===== src/rtl/fpk_pkg.sv =====
package fpk_pkg;
  // Classification of an intermediate result against the output range
  typedef enum logic [1:0] {
    CLS_NORM = 2'd0,
    CLS_OVF  = 2'd1,
    CLS_UNF  = 2'd2,
    CLS_ZERO = 2'd3
  } fpk_cls_e;
endpackage


===== src/rtl/fpk_classify.sv =====
module fpk_classify #(
  parameter int EXP_W  = 10,
  parameter int SIG_W  = 24,
  parameter int EF_W   = 8,
  parameter int BIAS   = 127
) (
  input  logic signed [EXP_W-1:0] exp_i,
  input  logic [SIG_W-1:0]        sig_i,
  output fpk_pkg::fpk_cls_e       cls_o,
  output logic [EF_W-1:0]         efield_o
);
  localparam int BW = EXP_W + 2;
  localparam int EF_MAX = (1 << EF_W) - 1;
  localparam logic signed [BW-1:0] BIAS_B = BW'(BIAS);
  localparam logic signed [BW-1:0] TOP_B  = BW'(EF_MAX);
  localparam logic signed [BW-1:0] ONE_B  = BW'(1);

  logic signed [BW-1:0] biased;

  always_comb begin
    biased   = {{2{exp_i[EXP_W-1]}}, exp_i} + BIAS_B;
    efield_o = biased[EF_W-1:0];
    if (sig_i == '0)          cls_o = fpk_pkg::CLS_ZERO;
    else if (biased > TOP_B)  cls_o = fpk_pkg::CLS_OVF;
    else if (biased < ONE_B)  cls_o = fpk_pkg::CLS_UNF;
    else                      cls_o = fpk_pkg::CLS_NORM;
  end
endmodule


===== src/rtl/fpk_encode.sv =====
module fpk_encode #(
  parameter int SIG_W = 24,
  parameter int EF_W  = 8,
  localparam int FRAC_W = SIG_W - 1,
  localparam int WORD_W = 1 + EF_W + FRAC_W
) (
  input  logic                sign_i,
  input  fpk_pkg::fpk_cls_e   cls_i,
  input  logic [EF_W-1:0]     efield_i,
  input  logic [SIG_W-1:0]    sig_i,
  output logic [WORD_W-1:0]   word_o
);
  always_comb begin
    case (cls_i)
      fpk_pkg::CLS_NORM: word_o = {sign_i, efield_i, sig_i[FRAC_W-1:0]};
      fpk_pkg::CLS_OVF:  word_o = {sign_i, {EF_W{1'b1}}, {FRAC_W{1'b1}}};
      default:           word_o = {sign_i, {(WORD_W-1){1'b0}}};
    endcase
  end
endmodule


===== src/rtl/fpk_flags.sv =====
module fpk_flags #(
  parameter int STAT_W  = 8,
  parameter int OVF_BIT = 4,
  parameter int UNF_BIT = 3
) (
  input  logic              clk,
  input  logic              rst_n,
  input  logic              ovf_ev,
  input  logic              unf_ev,
  input  logic              wr_en,
  input  logic [STAT_W-1:0] wr_data,
  output logic [STAT_W-1:0] status
);
  logic ovf_q, unf_q, ovf_d, unf_d, clr_ovf, clr_unf;

  always_comb begin
    clr_ovf = wr_en & wr_data[OVF_BIT];
    clr_unf = wr_en & wr_data[UNF_BIT];
    ovf_d   = ovf_ev | (ovf_q & ~clr_ovf);
    unf_d   = unf_ev | (unf_q & ~clr_unf);
  end

  always_ff @(posedge clk or negedge rst_n) begin
    if (!rst_n) begin
      ovf_q <= 1'b0;
      unf_q <= 1'b0;
    end else begin
      ovf_q <= ovf_d;
      unf_q <= unf_d;
    end
  end

  always_comb begin
    status          = '0;
    status[OVF_BIT] = ovf_q;
    status[UNF_BIT] = unf_q;
  end


  ovf_sticky_chk: assert property (@(posedge clk) disable iff (!rst_n)
    status[OVF_BIT] && !(wr_en && wr_data[OVF_BIT]) |=> status[OVF_BIT]);

  unf_sticky_chk: assert property (@(posedge clk) disable iff (!rst_n)
    status[UNF_BIT] && !(wr_en && wr_data[UNF_BIT]) |=> status[UNF_BIT]);

  clr_collide_chk: assert property (@(posedge clk) disable iff (!rst_n)
    ovf_ev && wr_en && wr_data[OVF_BIT] |=> status[OVF_BIT]);
endmodule


===== src/rtl/fpk_top.sv =====
module fpk_top #(
  parameter int EXP_W   = 10,
  parameter int SIG_W   = 24,
  parameter int EF_W    = 8,
  parameter int BIAS    = 127,
  parameter int STAT_W  = 8,
  parameter int OVF_BIT = 4,
  parameter int UNF_BIT = 3,
  localparam int WORD_W = EF_W + SIG_W
) (
  input  logic                    clk,
  input  logic                    rst_n,
  input  logic                    in_valid,
  input  logic                    in_sign,
  input  logic signed [EXP_W-1:0] in_exp,
  input  logic [SIG_W-1:0]        in_sig,
  input  logic                    flag_en,
  input  logic                    wr_en,
  input  logic [STAT_W-1:0]       wr_data,
  output logic                    out_valid,
  output logic [WORD_W-1:0]       out_word,
  output logic [STAT_W-1:0]       status
);
  localparam int OVF_LIM = (1 << EF_W) - 1 - BIAS;
  localparam int UNF_LIM = 1 - BIAS;

  // reset synchroniser: asynchronous assert, synchronous release
  logic [1:0] rst_sync;
  logic       rst_ni;
  always_ff @(posedge clk or negedge rst_n) begin
    if (!rst_n) rst_sync <= 2'b00;
    else        rst_sync <= {rst_sync[0], 1'b1};
  end
  assign rst_ni = rst_sync[1];

  fpk_pkg::fpk_cls_e    cls;
  logic [EF_W-1:0]      efield;
  logic [WORD_W-1:0]    word_c;
  logic                 ovf_ev, unf_ev;
  logic                 vld_d;
  logic [WORD_W-1:0]    word_d;

  fpk_classify #(.EXP_W(EXP_W), .SIG_W(SIG_W), .EF_W(EF_W), .BIAS(BIAS)) u_cls (
    .exp_i(in_exp), .sig_i(in_sig), .cls_o(cls), .efield_o(efield)
  );

  fpk_encode #(.SIG_W(SIG_W), .EF_W(EF_W)) u_enc (
    .sign_i(in_sign), .cls_i(cls), .efield_i(efield), .sig_i(in_sig), .word_o(word_c)
  );

  always_comb begin
    ovf_ev = in_valid & flag_en & (cls == fpk_pkg::CLS_OVF);
    unf_ev = in_valid & flag_en & (cls == fpk_pkg::CLS_UNF);
    vld_d  = in_valid;
    word_d = in_valid ? word_c : out_word;
  end

  always_ff @(posedge clk or negedge rst_ni) begin
    if (!rst_ni) begin
      out_valid <= 1'b0;
      out_word  <= '0;
    end else begin
      out_valid <= vld_d;
      out_word  <= word_d;
    end
  end

  fpk_flags #(.STAT_W(STAT_W), .OVF_BIT(OVF_BIT), .UNF_BIT(UNF_BIT)) u_flg (
    .clk(clk), .rst_n(rst_ni), .ovf_ev(ovf_ev), .unf_ev(unf_ev),
    .wr_en(wr_en), .wr_data(wr_data), .status(status)
  );


  sign_keep_chk: assert property (@(posedge clk) disable iff (!rst_ni)
    in_valid |=> out_valid && out_word[WORD_W-1] == $past(in_sign));

  top_binade_chk: assert property (@(posedge clk) disable iff (!rst_ni)
    in_valid && in_sig[SIG_W-1] && int'(in_exp) == OVF_LIM |=> out_word[WORD_W-2 -: EF_W] == {EF_W{1'b1}});

  no_overflow_chk: assert property (@(posedge clk) disable iff (!rst_ni)
    in_valid && in_sig[SIG_W-1] && int'(in_exp) > OVF_LIM |=> &out_word[WORD_W-2:0]);

  flush_chk: assert property (@(posedge clk) disable iff (!rst_ni)
    in_valid && int'(in_exp) < UNF_LIM |=> out_word[WORD_W-2:0] == '0);

  flag_src_chk: assert property (@(posedge clk) disable iff (!rst_ni)
    $rose(status[OVF_BIT]) |-> $past(in_valid && flag_en));
endmodule


===== config.mk =====
export PLATFORM = sky130hd
export DESIGN_NAME = fpk_top
export DESIGN_NICKNAME = d
export VERILOG_FILES = /design/src/rtl/fpk_pkg.sv /design/src/rtl/fpk_classify.sv /design/src/rtl/fpk_encode.sv /design/src/rtl/fpk_flags.sv /design/src/rtl/fpk_top.sv
export SDC_FILE = /design/constraint.sdc
export NUM_CORES = 1
export LEC_CHECK = 0
export BUFFER_PORTS_ARGS = -buffer_cell sky130_fd_sc_hd__buf_2
export CORE_UTILIZATION = 51
export DETAILED_ROUTE_END_ITERATION = 8
export PLACE_DENSITY = 0.88
export SYNTH_ARGS = -nofsm -noshare
export SYNTH_HDL_FRONTEND = slang
export SYNTH_SLANG_ARGS = --single-unit

===== constraint.sdc =====
create_clock -name clk -period 3.25 [get_ports clk]
set_input_delay 0.1625 -clock clk [delete_from_list [all_inputs] [get_ports clk]]
set_output_delay 0.1625 -clock clk [all_outputs]
set_load 0.01 [all_outputs]

**Word level (Yosys, flattened, before mapping)**

Index checks and enable logic that the tools add are counted.

- $add $sub $neg: 1
- Bitwise logic cells: 11
- Muxes and demuxes: 4
- $lt $le $gt $ge: 2
- Reductions and logical operators: 2
- Equal/unequal tests: 2

Operators with widths:

| cell | count |
|---|---|
| $pmux 31 s2 | 1 |
| $logic_not 24->1 | 1 |
| $gt 12x9->1 const B | 1 |
| $lt 12x2->1 const B | 1 |
| $add 10x8->11 const B | 1 |
| $and 1x1->1 | 7 |
| $mux 2 | 3 |
| $eq 2x1->1 const B | 1 |
| $eq 2x2->1 const B | 1 |
| $logic_not 2->1 | 1 |
| $not 1->1 | 2 |
| $or 1x1->1 | 2 |

- Logic and storage cells: 27
- Output and inout port bits: 41
- Register bits: 37
- Bits of input ports: 48

**Logic depth before layout (Yosys ltp)**

Gate-level depths: netlist of run 1.

- Depth after elaboration: 8
- Gate-level depth with buffers: 8
- Gate-level depth less buffers: 7

**Modules after synthesis**

A second synthesis of run 1 with hierarchy kept.

- Cells, all modules: 177
- Area, all modules: 2249.7 um^2

By module, submodules not included:

| module | seq. area each (um^2) | instances | cells each | area each (um^2) |
|---|---|---|---|---|
| fpk_top | 875.8 | 1 | 74 | 1431.4 |
| fpk_encode | 0.0 | 1 | 38 | 366.6 |
| fpk_classify | 0.0 | 1 | 50 | 315.3 |
| fpk_flags | 50.0 | 1 | 15 | 136.4 |

**Worst setup path after synthesis of run 1**

No wires, ideal clock.

- Path kind: input port to flip-flop
- Start: input in_exp[0]
- End: register out_word[13]
- Stages on the path: 8
- Library setup time: 0.135 ns
- Arrival time: 1.662 ns
- Path slack: 1.453 ns
- Required time: 3.115 ns
- Cells stage by stage: inv_1 ha_1 or3b_4 o31ai_4 nand4_4 buf_6 a21oi_1 o22ai_1

- Cells in the longest elaborated chain, start to end: 7
- Elaborated cells on any way between the ends: 9
- Classes of those cells: add/sub: 1; order compare: 2; eq/ne: 1; mux: 4; reduce/logical: 1

Ends and longest elaborated chain:

| what | line | text |
|---|---|---|
| start, declared | fpk_top.sv:15 | `input logic signed [EXP_W-1:0] in_exp,` |
| $add 10x8->11 (*) | fpk_classify.sv:21 | `biased = {{2{exp_i[EXP_W-1]}}, exp_i} + BIAS_B;` |
| $lt 12x2->1 | fpk_classify.sv:25 | `else if (biased < ONE_B) cls_o = fpk_pkg::CLS_UNF;` |
| $mux 2 | fpk_classify.sv:25 |  |
| $mux 2 (*) | fpk_classify.sv:24 | `else if (biased > TOP_B) cls_o = fpk_pkg::CLS_OVF;` |
| $mux 2 (*) | fpk_classify.sv:23 | `if (sig_i == '0) cls_o = fpk_pkg::CLS_ZERO;` |
| $eq 2x1->1 or $logic_not 2->1 (tied branches) | fpk_encode.sv:14 | `case (cls_i)` |
| $pmux 31 s2 (*) | fpk_encode.sv:14 |  |
| end signal, assigned | fpk_top.sv:64 | `out_word <= word_d;` |
| end, declared | fpk_top.sv:21 | `output logic [WORD_W-1:0] out_word,` |

Every way passes the cells marked *; elsewhere a longest branch is shown, timed or not.
A chain may end at the register's enable or synchronous reset.

**Worst setup path after layout of run 1**

- Start: input in_exp[0]
- End: register u_flg.unf_q

- Cells in the longest elaborated chain, start to end: 8
- Elaborated cells on any way between the ends: 9
- Classes of those cells: add/sub: 1; order compare: 2; eq/ne: 1; mux: 3; bitwise: 2

Ends and longest elaborated chain:

| what | line | text |
|---|---|---|
| $add 10x8->11 (*) | fpk_classify.sv:21 |  |
| $lt 12x2->1 | fpk_classify.sv:25 |  |
| $mux 2 | fpk_classify.sv:25 |  |
| $mux 2 (*) | fpk_classify.sv:24 |  |
| $mux 2 (*) | fpk_classify.sv:23 |  |
| $eq 2x2->1 (*) | fpk_top.sv:53 | `unf_ev = in_valid & flag_en & (cls == fpk_pkg::CLS_UNF);` |
| $and 1x1->1 (*) | fpk_top.sv:53 |  |
| $or 1x1->1 (*) | fpk_flags.sv:20 | `unf_d = unf_ev \| (unf_q & ~clr_unf);` |
| named net u_flg.unf_d | fpk_flags.sv:14 | `logic ovf_q, unf_q, ovf_d, unf_d, clr_ovf, clr_unf;` |
| end signal, assigned | fpk_flags.sv:29 | `unf_q <= unf_d;` |
| end, declared | fpk_flags.sv:14 |  |

Mark *: on every way through the listed nets, which the timed path passes. The rest lies on a longest branch.

==> results of run 1 <==
==> layer usage <==
metal / wire length (um) / up-vias
li1: - / 842
met5: 0 / -
met2: 2200 / 54
met3: 208 / 7
met4: 64 / 0
met1: 2010 / 853
==> power by group through the flow <==
stage,clock (W),combinational [W],sequential [W]
after global routing,0.000347,0.000275,0.000541
after floorplan,0,0.000119,0.000571
after CTS,0.000328,0.000248,0.000536
after detailed placement,0,0.000246,0.000543
after global placement,0,0.000239,0.000542
final,0.000320,0.000246,0.000535
==> flip-flops by register name (all words and copies together) (netlist names) <==
signal,count
u_flg.ovf_q,1
u_flg.unf_q,1
out_word,32
rst_sync,2
out_valid,1
==> timing repair <==
| item | 4_1_cts | 5_1_grt |
|---|---|---|
| hold buffers | 1 | 0 |
| endpoints found under the hold margin | 2 | 0 |
| endpoints found under the setup margin | 0 | 0 |
==> cells in the final DEF (no fill, tap or decap), drive strengths merged, types with 2 or more instances in the layout <==
master  synthesis  routed
a21oi          26      26
buf            16      80
clkbuf          4       6
conb            2       7
dfrtp          37      37
ha              3       3
inv            35      35
nand2           5       5
nand4           2       2
nor2            8       8
nor3            2       2
nor4            6       6
o22ai          32      32
o31ai           2       2
or4             4       4
xnor2           3       3
xor2            2       2
==> worst paths after layout <==
kind,from,endpoint,slack (ps),depth (start not counted)
min in group asynchronous,rst_n,rst_sync[1],190,2
min reg2reg,rst_sync[1],out_valid,270,1
max in group asynchronous,rst_sync[1],u_flg.unf_q,2670,1
max reg2reg,out_word[31],out_word[31],2510,1
max,in_exp[0],u_flg.unf_q,1130,8
min,in_sign,out_word[31],120,2
==> area by class of cell <==
class	count	share of cell area [%]
Multi-Input combinational cell	117	33.8
Sequential cell	37	37.6
Clock inverter	1	0.305
Clock buffer	6	3.36
Inverter	35	5.34
Tap cell	48	2.44
Timing Repair Buffer	81	17.1
==> logic make-up after synthesis <==
logic type      Yosys count  synth area share [%]
fa+ha+maj                 3                  1.88
flops                    37                  46.4
mux                       1                 0.565
simple gates             33                  10.5
other cells               2                 0.377
compound gates           68                  24.0
xor+xnor                  5                  2.20
buf+inv                  55                  14.1
==> stage by stage <==
step	cells	total power, W	hold slack (ps)	utilization, %
2_1_floorplan	209	0.000690	-133	-
3_3_place_gp	317	0.000781	-52.9	63.5
3_5_place_dp	317	0.000790	-49.9	63.5
4_1_cts	325	0.00111	113	66.2
5_1_grt	325	0.00116	126	66.2
6_report	325	0.00110	116	66.2
==> impl_results.md, run 1 <==
* Outcome: finished clean
* Final setup margin at 1130 ps
* Final Max Tran Viols at 0
* Met2 usage at 41.8%
* Horiz. Die Dim at 64.5 um
* Synth top area cells: dfrtp_1, o22ai_1, inv_1, a21oi_2, a21oi_1
* FF/Latch Area at 926 um^2
* Met3 GRT Util at 3.70%
* Antenna violations before repair at 0
* Max-cap violations at 0
* Total track usage at 24.0%
* PwrDens at 448 mW/mm^2
* PortBufs at 76
* GRT Residual Overflow at 0
* Post-synth EDFFs at 0
* Peak VDD IR at 0.000279 V
* Detailed placement HPWL at 3.20 mm
* Worst EP required at 3470 ps
* Ys Warns at 0
* Final setup TNS at 0 ps
* Hold Path Class: in -> reg
* Syn avg cell area at 9.78 um^2
* Worst setup SP type: primary input
* Flop pwr share at 48.6%
* CP endpoint kind: register
* Period minus WS final at 2120 ps
* Bufs on Longest Clock Path at 2
* Clock network power share at 29.0%
* Pin count of the biggest net entering global routing at 36
* GRT Max-Usage Layer: met2
* # fillers at 332
* DR DRC count at 0
* Crit path buffers/inverters at 2
* Worst setup path category: in -> reg
* Ant diodes at 0
* CTS Buf Count at 5
* Design Area, Final at 0.00246 mm^2
* Total Wirelength at 4.49 mm
* Synthesis-stage register bit count at 37
* Post-synth ARST share at 100%
* Core Rows at 22
* Die area at 0.00416 mm^2
* Syn Inst Count at 204
* Die Ht at 64.5 um
* Global placement routability congestion at 0.830
* Clock latency on the worst-skew pair at 280 ps
* Critical path's slowest cell: nand4_4
* Final setup violation count at 0
* Distinct cells, synth at 40
* Commonest cells in the netlist: dfrtp_1, inv_1, o22ai_1
* Number of setup buffers added after CTS at 0
* Initial drt markers at 67
* Post-DR vias/cell at 5.40
* First-pass GRT wire length at 7.76 mm
* Post-CTS sizing at 0
* LEAKAGE at 1.23 nW
* CTS H-tree lvls at 2
* Final hold vios at 0
* Max stage delay on crit path at 450 ps
* CTS Sinks at 37
* Post-synth top area share at 46.4%
* CP Cell Sequence: buf_2 -> inv_1 -> ha_1 -> or3b_4 -> o31ai_4 -> nand4_4 -> o31ai_1 -> a22o_1
* Mapped cell area at 0.00199 mm^2
* Share of cells above drive strength 1 at 39.0%
* Worst-path clk slew at 70 ps
* Vias in the first global route at 1675
* Multi-input logic area at 832 um^2
* RSZ-0062 raised after global routing: no
* Cell taking the most area after synthesis: dfrtp_1
* Place WS at 849 ps
* Pre-antenna DRT Iters at 4
* Area Overhead vs Synth at 23.3%
* CTS Root Cell: clkbuf_8
* Vias at 1756
* Highest clock rate at 0.472 GHz
* ANT nets after route at 0
* Wire length per cell at 13.8 um
* Final Cycle Share at 65.2%
* Rel. slew slack at 55.8%
* Worst slew pin tran at 663 ps
* Seq/Total Area, Yosys at 46.4%
* Sw frac at 29.1%
* Met1 usage at 30.9%
* Worst-path fanout max at 26
* Clock skew at 2.00 ps
* Sw Pwr at 0.000320 W
* Main synth FF type: dfrtp_1
* Count leader, synth: dfrtp_1
* Final nets at 328
* Gate power share at 22.4%
* Boundary Pins at 89
* CP arrival at 2340 ps
* Core ar. at 0.00372 mm^2
* CTS tree: built
* Initial cell density of the core at 53.7%
* Dpl cell area at 0.00236 mm^2
* Internal cell power at 0.000782 W
* Worst path top cell family by delay: simple AND/OR/NAND/NOR gates
Power figures use the tool's default switching activity.
==> inputs of run 2 (changes only) <==
Settings changed: CORE_UTILIZATION 51 to 47, PLACE_DENSITY 0.88 to 0.82.
Clock period 3.25 ns to 2 ns, I/O delays scaled along.
==> impl_results.md, run 2 (synthesized netlist as in run 1, its figures left out) <==
* Outcome: finished clean
* Total Wirelength at 4.82 mm (+7.3%)
* Hold Path Class: in -> reg
* Peak VDD IR at 0.000374 V (+34%)
* Wire length per cell at 14.3 um (+3.8%)
* Initial cell density of the core at 49.5% (-4.2 points)
* Flop pwr share at 48.4% (-0.2 points)
* Clock skew at 5.16 ps (+3.16 ps)
* Tot Pwr at 0.00180 W (+63%)
* Pre-antenna DRT Iters at 4 (unchanged)
* RSZ-0062 raised after global routing: no
* Final hold vios at 0 (unchanged)
* Highest clock rate at 0.589 GHz
* Area Overhead vs Synth at 28.2%
* Final setup violation count at 0 (unchanged)
* Share of cells above drive strength 1 at 40.9% (+1.9 points)
* GRT Residual Overflow at 0 (unchanged)
* Commonest non-fill, non-tap cells in the layout: buf_2, dfrtp_1, inv_1
* PwrDens at 704 mW/mm^2 (+57%)
* Sw frac at 30.3% (+1.3 points)
* ANT nets after route at 0 (unchanged)
* Internal cell power at 0.00125 W (+60%)
* CP endpoint kind: register
* Reg with most FFs: out_word
* Period minus WS final at 1700 ps
* Post-DR vias/cell at 5.28 (-2.3%)
* Final Max Tran Viols at 0 (unchanged)
* Clock latency on the worst-skew pair at 290 ps (about the same)
* Die Ht at 67.1 um (+4.0%)
* CTS Root Cell: clkbuf_8
* Ant diodes at 0 (unchanged)
* Worst setup path category: in -> reg
* CTS H-tree lvls at 2 (unchanged)
* Worst setup SP type: primary input
* Final setup TNS at 0 ps (unchanged)
* Antenna violations before repair at 0 (unchanged)
* CP arrival at 1860 ps (-480 ps)
* CTS Sinks at 37 (unchanged)
* Final nets at 336 (+2.4%)
* # fillers at 366 (+10%)
* Worst-path clk slew at 80 ps (about the same)
* Final hold slack at 42.9 ps (-73.1 ps)
* Detailed placement HPWL at 3.53 mm (+10%)
* Total track usage at 22.0% (-2.1 points)
* Sw Pwr at 0.000545 W (+70%)
* Pin count of the biggest net entering global routing at 36 (unchanged)
* Core Rows at 23 (+4.5%)
* Bufs on Longest Clock Path at 2 (unchanged)
* Vias in the first global route at 1560 (-6.9%)
* Boundary Pins at 89 (unchanged)
* Top flop regs: out_word x32, rst_sync x2
* Largest register FFs at 32 (unchanged)
* Initial drt markers at 165 (+150%)
* CTS Buf Count at 5 (unchanged)
* PortBufs at 76 (unchanged)
* Max-cap violations at 0 (unchanged)
* Die area at 0.00451 mm^2 (+8.2%)
* LEAKAGE at 1.28 nW (+4.4%)
* Final Cycle Share at 85.0%
* CTS tree: built
* Horiz. Die Dim at 67.1 um (+4.0%)
* Worst slew pin tran at 636 ps (-27.5 ps)
* Global placement routability congestion at 0.852 (+2.6%)
* Vias at 1774 (+1.0%)
* Worst EP required at 2160 ps (-1310 ps)
* First-pass GRT wire length at 7.29 mm (-6.0%)
* DR DRC count at 0 (unchanged)
* Rel. slew slack at 57.5% (+1.7 points)
* Worst-path fanout max at 14 (-46%)
* Gate power share at 23.5% (+1.1 points)
* Clock network power share at 28.1% (-0.9 points)
* Core ar. at 0.00403 mm^2 (+8.4%)
* Most common cell after layout, fill and taps aside: buf_2
==> run 2: power by group through the flow <==
stage	Combinational, W	Sequential (W)	Clock [W]
5_1_grt	0.000470	0.000879	0.000544
4_1_cts	0.000426	0.000870	0.000519
2_1_floorplan	0.000193	0.000928	0
6_report	0.000423	0.000871	0.000505
3_5_place_dp	0.000423	0.000884	0
3_3_place_gp	0.000413	0.000881	0
==> run 2: worst paths after layout <==
| kind | startpoint | to | slack (ps) | cells after the start |
|---|---|---|---|---|
| max reg2reg | out_word[31] | out_word[31] | 1250 | 1 |
| min reg2reg | rst_sync[1] | out_word[31] | 280 | 1 |
| min in group asynchronous | rst_n | rst_sync[0] | 110 | 2 |
| max in group asynchronous | rst_sync[1] | out_word[25] | 1410 | 1 |
| min | in_sign | out_word[31] | 40 | 2 |
| max | in_exp[1] | out_word[17] | 300 | 9 |
==> run 2: per-stage QoR <==
step | std cells | utilization, % | setup slack [ps] | cell area (um^2)
3_3_place_gp | 327 | 61.1 | 64.2 | 2460
6_report | 336 | 63.4 | 301 | 2560
5_1_grt | 336 | 63.4 | 121 | 2560
3_5_place_dp | 327 | 61.1 | 0.559 | 2460
4_1_cts | 336 | 63.4 | 314 | 2560
2_1_floorplan | 209 | - | 266 | 2010
==> run 2: timing repair <==
action                                  in CTS  in global routing
gates resized for setup                      0                  0
hold buffers                                 1                  0
buffers inserted                             0                  0
endpoints found under the setup margin       0                  0
endpoints found under the hold margin        2                  0
==> run 2: final cells by class <==
type | count | area, um^2 | share of cell area, %
flip-flops and latches | 37 | 926 | 36.2
multi-input cells | 117 | 832 | 32.6
repair buffers | 89 | 518 | 20.3
inverters | 35 | 131 | 5.14
clock buffers | 5 | 68.8 | 2.69
well taps | 50 | 62.6 | 2.45
clock inverters | 3 | 17.5 | 0.685
==> run 2: worst max-delay path, cell delays in order <==
cell and delay, ps:
buf_2 120, inv_1 110, ha_1 220, or3b_4 440, o31ai_4 240, nand4_4 140, buf_4 220, a21oi_1 190
o22ai_1 90
==> run 2: routing by layer <==
layer	vias to the layer above	wire length [um]	track usage, %	share of wire (%)
met2	58	2480	35.1	51
met1	842	2020	29.5	42
li1	863	-	-	-
met3	11	230	3.72	4.8
met5	-	0	0	0
met4	0	94	8.78	2.0
